==> src/rtl/hbi_pkg.sv <==
package hbi_pkg;

    localparam int SAMPLE_W    = 24;
    localparam int GUARD_W     = 6;
    localparam int ACC_W       = SAMPLE_W + GUARD_W;
    localparam int COEF_W      = 6;
    localparam int COEF_SHIFT  = 4;
    localparam int HB_PAIRS    = 2;
    localparam int NSTAGE      = 3;
    localparam int STAGE_IDX_W = $clog2(NSTAGE);

    typedef logic signed [SAMPLE_W-1:0] sample_t;
    typedef logic signed [ACC_W-1:0]    acc_t;
    typedef logic signed [COEF_W-1:0]   coef_t;

    typedef enum logic [1:0] {
        RATE_BASE     = 2'd0,
        RATE_DOUBLE   = 2'd1,
        RATE_QUAD     = 2'd2,
        RATE_QUAD_ALT = 2'd3
    } rate_e;

    typedef struct packed {
        logic    vld;
        sample_t dat;
    } strm_t;

    localparam acc_t ROUND_HALF = acc_t'(1 << (COEF_SHIFT - 1));
    localparam acc_t SAT_HI     = acc_t'((2 ** (SAMPLE_W - 1)) - 1);
    localparam acc_t SAT_LO     = acc_t'(-(2 ** (SAMPLE_W - 1)));

    // Half-band coefficient ROM, pair 0 sits next to the centre tap.
    function automatic coef_t hb_coef(input int pair);
        case (pair)
            0:       return coef_t'(9);
            1:       return coef_t'(-1);
            default: return coef_t'(0);
        endcase
    endfunction

    function automatic int active_stages(input rate_e r);
        case (r)
            RATE_BASE:   return 3;
            RATE_DOUBLE: return 2;
            default:     return 1;
        endcase
    endfunction

    function automatic sample_t round_sat(input acc_t acc);
        acc_t r;
        acc_t q;
        r = acc + ROUND_HALF;
        q = r >>> COEF_SHIFT;
        if (q > SAT_HI) begin
            return sample_t'(SAT_HI[SAMPLE_W-1:0]);
        end else if (q < SAT_LO) begin
            return sample_t'(SAT_LO[SAMPLE_W-1:0]);
        end
        return sample_t'(q[SAMPLE_W-1:0]);
    endfunction

endpackage

==> src/rtl/hbi_mac.sv <==
module hbi_mac
    import hbi_pkg::*;
(
    input  sample_t taps [2*HB_PAIRS],
    output sample_t y
);

    acc_t prod [HB_PAIRS];
    acc_t acc;

    for (genvar p = 0; p < HB_PAIRS; p++) begin : g_pair
        acc_t pair_sum;
        assign pair_sum = acc_t'(taps[HB_PAIRS-1-p]) + acc_t'(taps[HB_PAIRS+p]);
        assign prod[p]  = pair_sum * acc_t'(hb_coef(p));
    end

    always_comb begin
        acc = '0;
        for (int p = 0; p < HB_PAIRS; p++) begin
            acc = acc + prod[p];
        end
    end

    assign y = round_sat(acc);

endmodule

==> src/rtl/hbi_stage.sv <==
module hbi_stage
    import hbi_pkg::*;
#(
    parameter int GAP = 4
) (
    input  logic  clk,
    input  logic  rst,
    input  logic  clr,
    input  strm_t s_in,
    output strm_t s_out
);

    localparam int NTAP   = 2 * HB_PAIRS;
    localparam int CENTER = HB_PAIRS - 1;
    localparam int CNT_W  = $clog2(GAP + 1);

    sample_t          dly [NTAP];
    sample_t          mid_val;
    logic             emit_a;
    logic             pend_b;
    logic [CNT_W-1:0] cnt;

    hbi_mac u_mac (
        .taps (dly),
        .y    (mid_val)
    );

    always_ff @(posedge clk) begin
        if (rst || clr) begin
            for (int k = 0; k < NTAP; k++) begin
                dly[k] <= '0;
            end
            emit_a <= 1'b0;
            pend_b <= 1'b0;
            cnt    <= '0;
            s_out  <= '0;
        end else begin
            s_out.vld <= 1'b0;
            emit_a    <= s_in.vld;
            if (s_in.vld) begin
                dly[0] <= s_in.dat;
                for (int k = 1; k < NTAP; k++) begin
                    dly[k] <= dly[k-1];
                end
            end
            if (emit_a) begin
                s_out.vld <= 1'b1;
                s_out.dat <= mid_val;
                pend_b    <= 1'b1;
                cnt       <= CNT_W'(GAP - 1);
            end else if (pend_b) begin
                if (cnt == '0) begin
                    s_out.vld <= 1'b1;
                    s_out.dat <= dly[CENTER];
                    pend_b    <= 1'b0;
                end else begin
                    cnt <= cnt - 1'b1;
                end
            end
        end
    end

endmodule

==> src/rtl/hbi_rate_ctrl.sv <==
module hbi_rate_ctrl
    import hbi_pkg::*;
(
    input  logic                   clk,
    input  logic                   rst,
    input  logic [1:0]             rate_sel,
    output logic                   chg,
    output logic [STAGE_IDX_W-1:0] entry
);

    rate_e mode_q;

    assign chg   = (rate_e'(rate_sel) != mode_q);
    assign entry = STAGE_IDX_W'(NSTAGE - active_stages(mode_q));

    always_ff @(posedge clk) begin
        if (rst) begin
            mode_q <= RATE_BASE;
        end else if (chg) begin
            mode_q <= rate_e'(rate_sel);
        end
    end

endmodule

==> src/rtl/hbi_upsampler.sv <==
module hbi_upsampler
    import hbi_pkg::*;
#(
    parameter int OUT_GAP = 4
) (
    input  logic                       clk,
    input  logic                       rst,
    input  logic [1:0]                 rate_sel,
    input  logic                       in_vld,
    input  logic signed [SAMPLE_W-1:0] in_dat,
    output logic                       out_vld,
    output logic signed [SAMPLE_W-1:0] out_dat
);

    logic                   rate_chg;
    logic [STAGE_IDX_W-1:0] entry_idx;
    logic [NSTAGE-1:0]      stage_vld;
    strm_t                  ext;
    strm_t                  st_in  [NSTAGE];
    strm_t                  st_out [NSTAGE];

    hbi_rate_ctrl u_rate (
        .clk      (clk),
        .rst      (rst),
        .rate_sel (rate_sel),
        .chg      (rate_chg),
        .entry    (entry_idx)
    );

    assign ext.vld = in_vld && !rate_chg;
    assign ext.dat = in_dat;

    for (genvar k = 0; k < NSTAGE; k++) begin : g_stage
        localparam int GAP_K = OUT_GAP << (NSTAGE - 1 - k);
        if (k == 0) begin : g_head
            assign st_in[k] = (entry_idx == STAGE_IDX_W'(0)) ? ext : strm_t'('0);
        end else begin : g_tail
            assign st_in[k] = (entry_idx == STAGE_IDX_W'(k)) ? ext :
                              (entry_idx <  STAGE_IDX_W'(k)) ? st_out[k-1] : strm_t'('0);
        end
        hbi_stage #(.GAP(GAP_K)) u_stage (
            .clk   (clk),
            .rst   (rst),
            .clr   (rate_chg),
            .s_in  (st_in[k]),
            .s_out (st_out[k])
        );
        assign stage_vld[k] = st_out[k].vld;
    end

    assign out_vld = st_out[NSTAGE-1].vld;
    assign out_dat = st_out[NSTAGE-1].dat;

endmodule

==> config.mk <==
export PLATFORM = sky130hd
export DESIGN_NAME = hbi_upsampler
export DESIGN_NICKNAME = d
export VERILOG_FILES = /design/src/rtl/hbi_pkg.sv /design/src/rtl/hbi_mac.sv /design/src/rtl/hbi_stage.sv /design/src/rtl/hbi_rate_ctrl.sv /design/src/rtl/hbi_upsampler.sv
export SDC_FILE = /design/constraint.sdc
export NUM_CORES = 1
export LEC_CHECK = 0
export BUFFER_PORTS_ARGS = -buffer_cell sky130_fd_sc_hd__buf_2
export CAP_MARGIN = 20
export CORE_AREA = 2 2 235 237
export CTS_CLUSTER_DIAMETER = 60
export CTS_CLUSTER_SIZE = 28
export DETAILED_ROUTE_END_ITERATION = 10
export DIE_AREA = 0 0 237 239
export PLACE_DENSITY = 0.69
export SLEW_MARGIN = 0
export SYNTH_ARGS = -nofsm -noshare
export SYNTH_HDL_FRONTEND = slang
export SYNTH_SLANG_ARGS = --single-unit
==> constraint.sdc <==
create_clock -name clk -period 7.75 [get_ports clk]
set_input_delay 2.325 -clock clk [delete_from_list [all_inputs] [get_ports clk]]
set_output_delay 2.325 -clock clk [all_outputs]
set_load 0.02 [all_outputs]
Word-level counts from Yosys, hierarchy flattened

Index checks and enable logic that the tools add are counted.
Widths: inputs -> output; s select.

Register bits after elaboration: 383
Input port bits: 29
Output and inout bits: 25
Word-level logic and storage cells: 145

Add/subtract/negate cells: 19
Multipliers: 3
Magnitude comparators: 8
Equality and inequality tests: 7
Mux-type cells: 48
Bitwise gates (word level): 3
Reductions and logical operators: 26

Operator list:

| operator              | number |
|---|---|
| $mux 25               | 14 |
| $mux 24               | 9 |
| $add 24x24->25        | 6 |
| $add 30x30->30        | 3 |
| $add 30x5->30 const B | 3 |
| $mul 30x5->30 const B | 3 |
| $neg 25->30           | 3 |
| $gt 26x24->1 const B  | 3 |
| $lt 26x24->1 const B  | 3 |
| $reduce_and 2->1      | 9 |
| $mux 1                | 15 |
| $mux 4                | 3 |
| $reduce_bool 2->1     | 6 |
| $mux 3                | 3 |
| $mux 2                | 3 |
| $ne 2x1->1 const B    | 3 |
| $reduce_or 2->1       | 3 |
| $logic_not 5->1       | 1 |
| $sub 5x1->5 const B   | 1 |
| $eq 2x1->1 const B    | 2 |
| $logic_not 2->1       | 2 |
| $logic_not 4->1       | 1 |
| $pmux 2 s2            | 1 |
| $sub 4x1->4 const B   | 1 |
| 11 further kinds      | 13 |

Longest topological paths before layout

Depth in word-level cells: 9
Gate-level depth with buffers: 33
Depth with buffers taken out: 32

Modules after synthesis

Synthesis repeated with hierarchy kept, for this count alone.

Cells, all modules: 3,299
Area, all modules: 29,812.3 sq um

By module, submodules not included:

| module                              | times used | cells an instance | area an instance (sq um) | sequential area each (sq um) |
|---|---|---|---|---|
| hbi_mac at g_stage[0].u_stage.u_mac | 1          | 621               | 5,001.0                  | 0.0 |
| hbi_stage at g_stage[0].u_stage     | 1          | 480               | 4,987.3                  | 2,562.5 |
| hbi_mac at g_stage[2].u_stage.u_mac | 1          | 600               | 4,850.9                  | 0.0 |
| hbi_mac at g_stage[1].u_stage.u_mac | 1          | 574               | 4,764.6                  | 0.0 |
| hbi_stage at g_stage[1].u_stage     | 1          | 478               | 4,688.2                  | 2,542.4 |
| hbi_stage at g_stage[2].u_stage     | 1          | 419               | 4,600.7                  | 2,522.4 |
| hbi_upsampler                       | 1          | 118               | 835.8                    | 0.0 |
| hbi_rate_ctrl                       | 1          | 9                 | 83.8                     | 40.0 |

Least setup slack after synthesis

OpenSTA, ideal clock, no wires.

Kind: register -> register
From: register g_stage[2].u_stage.dly[49] (netlist bit)
To: register g_stage[2].u_stage.s_out[11] (netlist bit)
Library setup time: 117 ps
Data arrival time: 6,399 ps
Required time: 7,633 ps
Setup slack: 1,234 ps
Stages on the path, launching flop included: 30
Buffers on the path: 1
Path through: dfxtp_1 ha_1 a21o_1 a21oi_1 nor2b_1 o41ai_1 o2111ai_1 a31oi_1 o21ai_0 a311o_1 a221oi_1 xnor2_1 fa_1 inv_1 fa_1 inv_1 ha_1 ha_1 a21o_1 nand2_1 nand2b_1 a21oi_1 o21bai_1 a21oi_1 o31ai_1 or3_1 a31oi_2 buf_2 o21ai_0 a22o_1

Word-level cells in the longest chain between the ends: 9

RTL lines:

| element                           | RTL line        | text |
|---|---|---|
| from (decl)                       | hbi_stage.sv:17 | `sample_t dly [NTAP];` |
| from (signal, indexed assignment) | hbi_stage.sv:43 | `dly[k] <= dly[k-1];` |
| $add 24x24->25 (*)                | hbi_mac.sv:13   | `assign pair_sum = acc_t'(taps[HB_PAIRS-1-p]) + acc_t'(taps[HB_PAIRS+p]);` |
| $mul 30x5->30 (*)                 | hbi_mac.sv:14   | `assign prod[p] = pair_sum * acc_t'(hb_coef(p));` |
| $add 30x30->30 (*)                | hbi_mac.sv:20   | `acc = acc + prod[p];` |
| $add 30x5->30 (*)                 | hbi_pkg.sv:52   | `r = acc + ROUND_HALF;` |
| $lt 26x24->1                      | hbi_pkg.sv:56   | `end else if (q < SAT_LO) begin` |
| $mux 1                            | hbi_pkg.sv:56   |  |
| $mux 1                            | hbi_pkg.sv:54   | `if (q > SAT_HI) begin` |
| $mux 24 (*)                       | hbi_pkg.sv:59   | `return sample_t'(q[SAMPLE_W-1:0]);` |
| $mux 25 (*)                       | hbi_stage.sv:46 | `if (emit_a) begin` |
| to (decl)                         | hbi_stage.sv:10 | `output strm_t s_out` |

Every way passes the cells marked *; elsewhere a longest branch is shown, timed or not.
A chain may end at the register's enable or synchronous reset.

Worst setup path in the final report

From: register g_stage[2].u_stage.dly[49] (netlist bit)
To: register g_stage[2].u_stage.s_out[21] (netlist bit)

The elaborated chain is that of the path after synthesis.

==> metrics.yaml <==
finish:
  fin_nets: 3888
  num-fill-cells: 5100
  fin_area_um2: 29960
  area_growth_syn_to_layout_pct: 7.629
  final_layout_size_suffix_gt1_frac: 0.05538
grt:
  grt_antenna_before_repair: 4
  track_usage: 0.2278
  grt_max_degree: 113
  grt_pass1_vias: 20562
  grt_pass1_wl_um: 105100
  overflow: 0
worst_hold_path:
  worstHoldStart: "g_stage[2].u_stage.dly[6]"
  worstHoldPathCells: 2
  hp-class: "register to register"
  hold_end: "g_stage[2].u_stage.dly[6]"
floorplanning:
  die_h_um: 239
  rows: 86
  boundaryPins: 54
  dieArea_um2: 56640
  dieWidth_um: 237
  core_area_um2: 54340
  start_util: 0.5122
setup_path:
  slowest_stage: "fa_1"
  cpPeakStageDelay_ns: 0.56
  reg2reg_setup_slack_ns: 0.57
  crit_path_end_kind: "register"
  path_max_fanout: 23
  critPathTopFamily: "compound AO/OA/AOI/OAI gates"
  reg2regPathDepth: 29
  cp.buffers_inverters: 3
  startpoint_type: "register"
  required_ns: 8.21
  r2r_end: "g_stage[2].u_stage.s_out[21]"
  cp.arrival_ns: 7.64
  r2r-start: "g_stage[2].u_stage.dly[49]"
  crit_type: "register to register"
timing:
  drv_slew: 0
  timing.setup.tns_ns: 0
  min_period_ns: 7.179
  setup_viol: 0
  slew_headroom: 0.2456
  fin_skew_ns: 0.02438
  worst_slew_pin_slew_ns: 1.132
  hold_violations: 0
  fin_crit_sh: 0.9263
  fmax_mhz: 139.3
  grt_setup_unrepaired: "no"
placed_design:
  hpwl_um: 48890
  io_buffers: 53
  place_area_um2: 28680
  gp_congestion: 0.8924
drt:
  first_iter_violations: 1172
  dr.pass1.iters: 8
  vias_per_cell: 5.355
  postRouteAntennaNets: 0
  wl_per_cell_um: 15.56
  dr_total_vias: 22067
  drc: 0
  wirelength_um: 64140
power_and_ir_drop:
  peakVddDrop_uv: 198.5
  powerDensity_nw_per_um2: 140.4
  leakagePower_nw: 12.17
yosys:
  synth_flop_cell: "dfxtp_1"
  synthTopCellsByArea: "dfxtp_1 28%, ha_1 15%, fa_1 9.3%"
  ys_ff_latch: 383
  synth_edf_count: 0
  syn_avg_cell_area_um2: 8.143
  async_reset_ff_frac: 0
  yosys.area.top_type_share: 0.2755
  syn_inst: 3418
  ys.warnings.count: 0
  ys_types: 82
  syn-cell-area_um2: 27830
  synth.largest_area_cell: "dfxtp_1"
  ys_seq_area_frac: 0.2755
  syn_nets: 3920
cts:
  numCtsBuffers: 35
  clock-sinks: 383
  clkLatencyLatePin_ns: 0.58
  cts_tree: "built"
  htreeDepth: 2
  cts-hold-fix-buffers: 0
  cts-root-buf: "clkbuf_16"
  clockBufferDepth: 3
  path_clk_slew_ns: 0.08
  post_cts_buffers: 0
run:
  maxCapViolations: 0
status:
  outcome: "finished clean"
[how the worst max path moves through the flow]
stage	slack, ns	cells after the start	startpoint	to
after floorplan	1.23	29	g_stage[2].u_stage.dly[49]	g_stage[2].u_stage.s_out[11]
after detailed placement	0.44	29	g_stage[2].u_stage.dly[49]	g_stage[2].u_stage.s_out[21]
after CTS	0.39	29	g_stage[2].u_stage.dly[49]	g_stage[2].u_stage.s_out[21]
after global routing	0.02	29	g_stage[2].u_stage.dly[49]	g_stage[2].u_stage.s_out[21]
after global placement	0.51	29	g_stage[2].u_stage.dly[49]	g_stage[2].u_stage.s_out[21]
final	0.57	29	g_stage[2].u_stage.dly[49]	g_stage[2].u_stage.s_out[21]
[final cells by class]
| cell class | count | area [µm²] | area share |
|---|---|---|---|
| Tap cell | 704 | 880.8 | 0.02941 |
| Inverter | 438 | 1644 | 0.05488 |
| Clock buffer | 36 | 879.6 | 0.02936 |
| Multi-Input combinational cell | 2453 | 18050 | 0.6027 |
| Clock inverter | 28 | 362.8 | 0.01211 |
| Sequential cell | 383 | 7669 | 0.2560 |
| Timing Repair Buffer | 75 | 455.4 | 0.01520 |
| Antenna cell | 4 | 10.01 | 0.0003342 |
[kinds of logic (layout without fill, tap and decap cells)]
group | after synthesis | count (layout) | synth area share
compound gates | 785 | 785 | 0.1680
fa+ha+maj | 473 | 473 | 0.2474
flops | 383 | 383 | 0.2755
mux | 99 | 99 | 0.03619
other cells | 0 | 4 | 0
simple gates | 931 | 931 | 0.1418
buf+inv | 582 | 577 | 0.07885
xor+xnor | 165 | 165 | 0.05219
[registers in the layout (all words and copies together), names as in the netlist]
name	flops
g_stage.u_stage.s_out	75
g_stage.u_stage.emit_a	3
g_stage.u_stage.pend_b	3
g_stage.u_stage.dly	288
g_stage.u_stage.cnt	12
u_rate.mode_q	2
[power by group]
group | leakage, nW | switching [mW] | internal, mW
Clock | 0.601 | 0.961 | 0.920
Combinational | 8.49 | 0.220 | 0.132
Sequential | 3.08 | 0.00271 | 1.97
[per-layer routing]
layer  GRT usage  vias up  part of all wire
met5           0        -           0.00037
met4     0.07096        4             0.028
met3     0.02783       91             0.041
met2      0.3846      333              0.46
met1      0.3046    10310              0.47
li1            -    11329                 -
[synthesized netlist by cell type (10+ instances only)]
library cell    n
o21a_1         19
fa_1          129
nand3_1        28
and3_1         10
nand4_1        11
nor3_1         49
nand2b_1       29
a31oi_1        19
ha_1          344
nor2_1        176
nand2_1       550
dfxtp_1       383
mux2i_1        95
inv_1         437
xor2_1         64
xnor2_1       100
nor2b_1        32
a22o_1         17
o21ai_0       125
clkbuf_1      127
o22ai_1        11
a21o_1         53
a21oi_1       409
buf_1          11
o21bai_1       11
a211oi_1       46
or3_1          11
[layout by cell type, fill, tap and decap left out, types with 6 or more instances in the layout]
master       n
nand2_1    550
inv_1      437
a21oi_1    408
dfxtp_1    382
ha_1       344
nor2_1     174
fa_1       129
o21ai_0    125
xnor2_1     99
mux2i_1     95
xor2_1      64
buf_2       53
a21o_1      52
nor3_1      48
a211oi_1    46
clkbuf_16   35
nor2b_1     32
nand2b_1    28
nand3_1     28
buf_4       20
o21a_1      19
a31oi_1     18
a22o_1      17
nand4_1     11
o21bai_1    11
or3_1       10
and3_1      10
o22ai_1     10
a221oi_1     9
or2_2        9
o31ai_1      9
and2_1       8
inv_6        8
clkinv_8     6
[per-stage QoR]
step / hold WS (ns) / total power, mW / utilization / std cells / worst slack, ns
finish: 0.4507 / 4.205 / 0.5513 / 4121 / 0.5712
global placement: 0.4385 / 2.365 / 0.5277 / 4053 / 0.5053
floorplan: 0.4199 / 2.284 / - / 3418 / 1.234
global route: 0.4702 / 4.366 / 0.5511 / 4117 / 0.01981
CTS: 0.4550 / 4.259 / 0.5506 / 4117 / 0.3936
detailed placement: 0.4437 / 2.366 / 0.5277 / 4053 / 0.4355
[worst register-to-register path: cells and delay by family, from the launching register on]
kind | cells | cell delay, ns
AO/OA/AOI/OAI | 16 | 3.53
adder cells (fa/ha/maj) | 5 | 1.92
AND/OR/NAND/NOR | 4 | 0.63
flip-flops | 1 | 0.39
buffers and inverters | 3 | 0.37
XOR/XNOR | 1 | 0.22
[what timing repair did]
item / CTS / global route
hold endpoints to repair: 0 / 0
resized for setup: 0 / 5
setup endpoints to repair: 0 / 32
(Power assumes the default switching activity.)
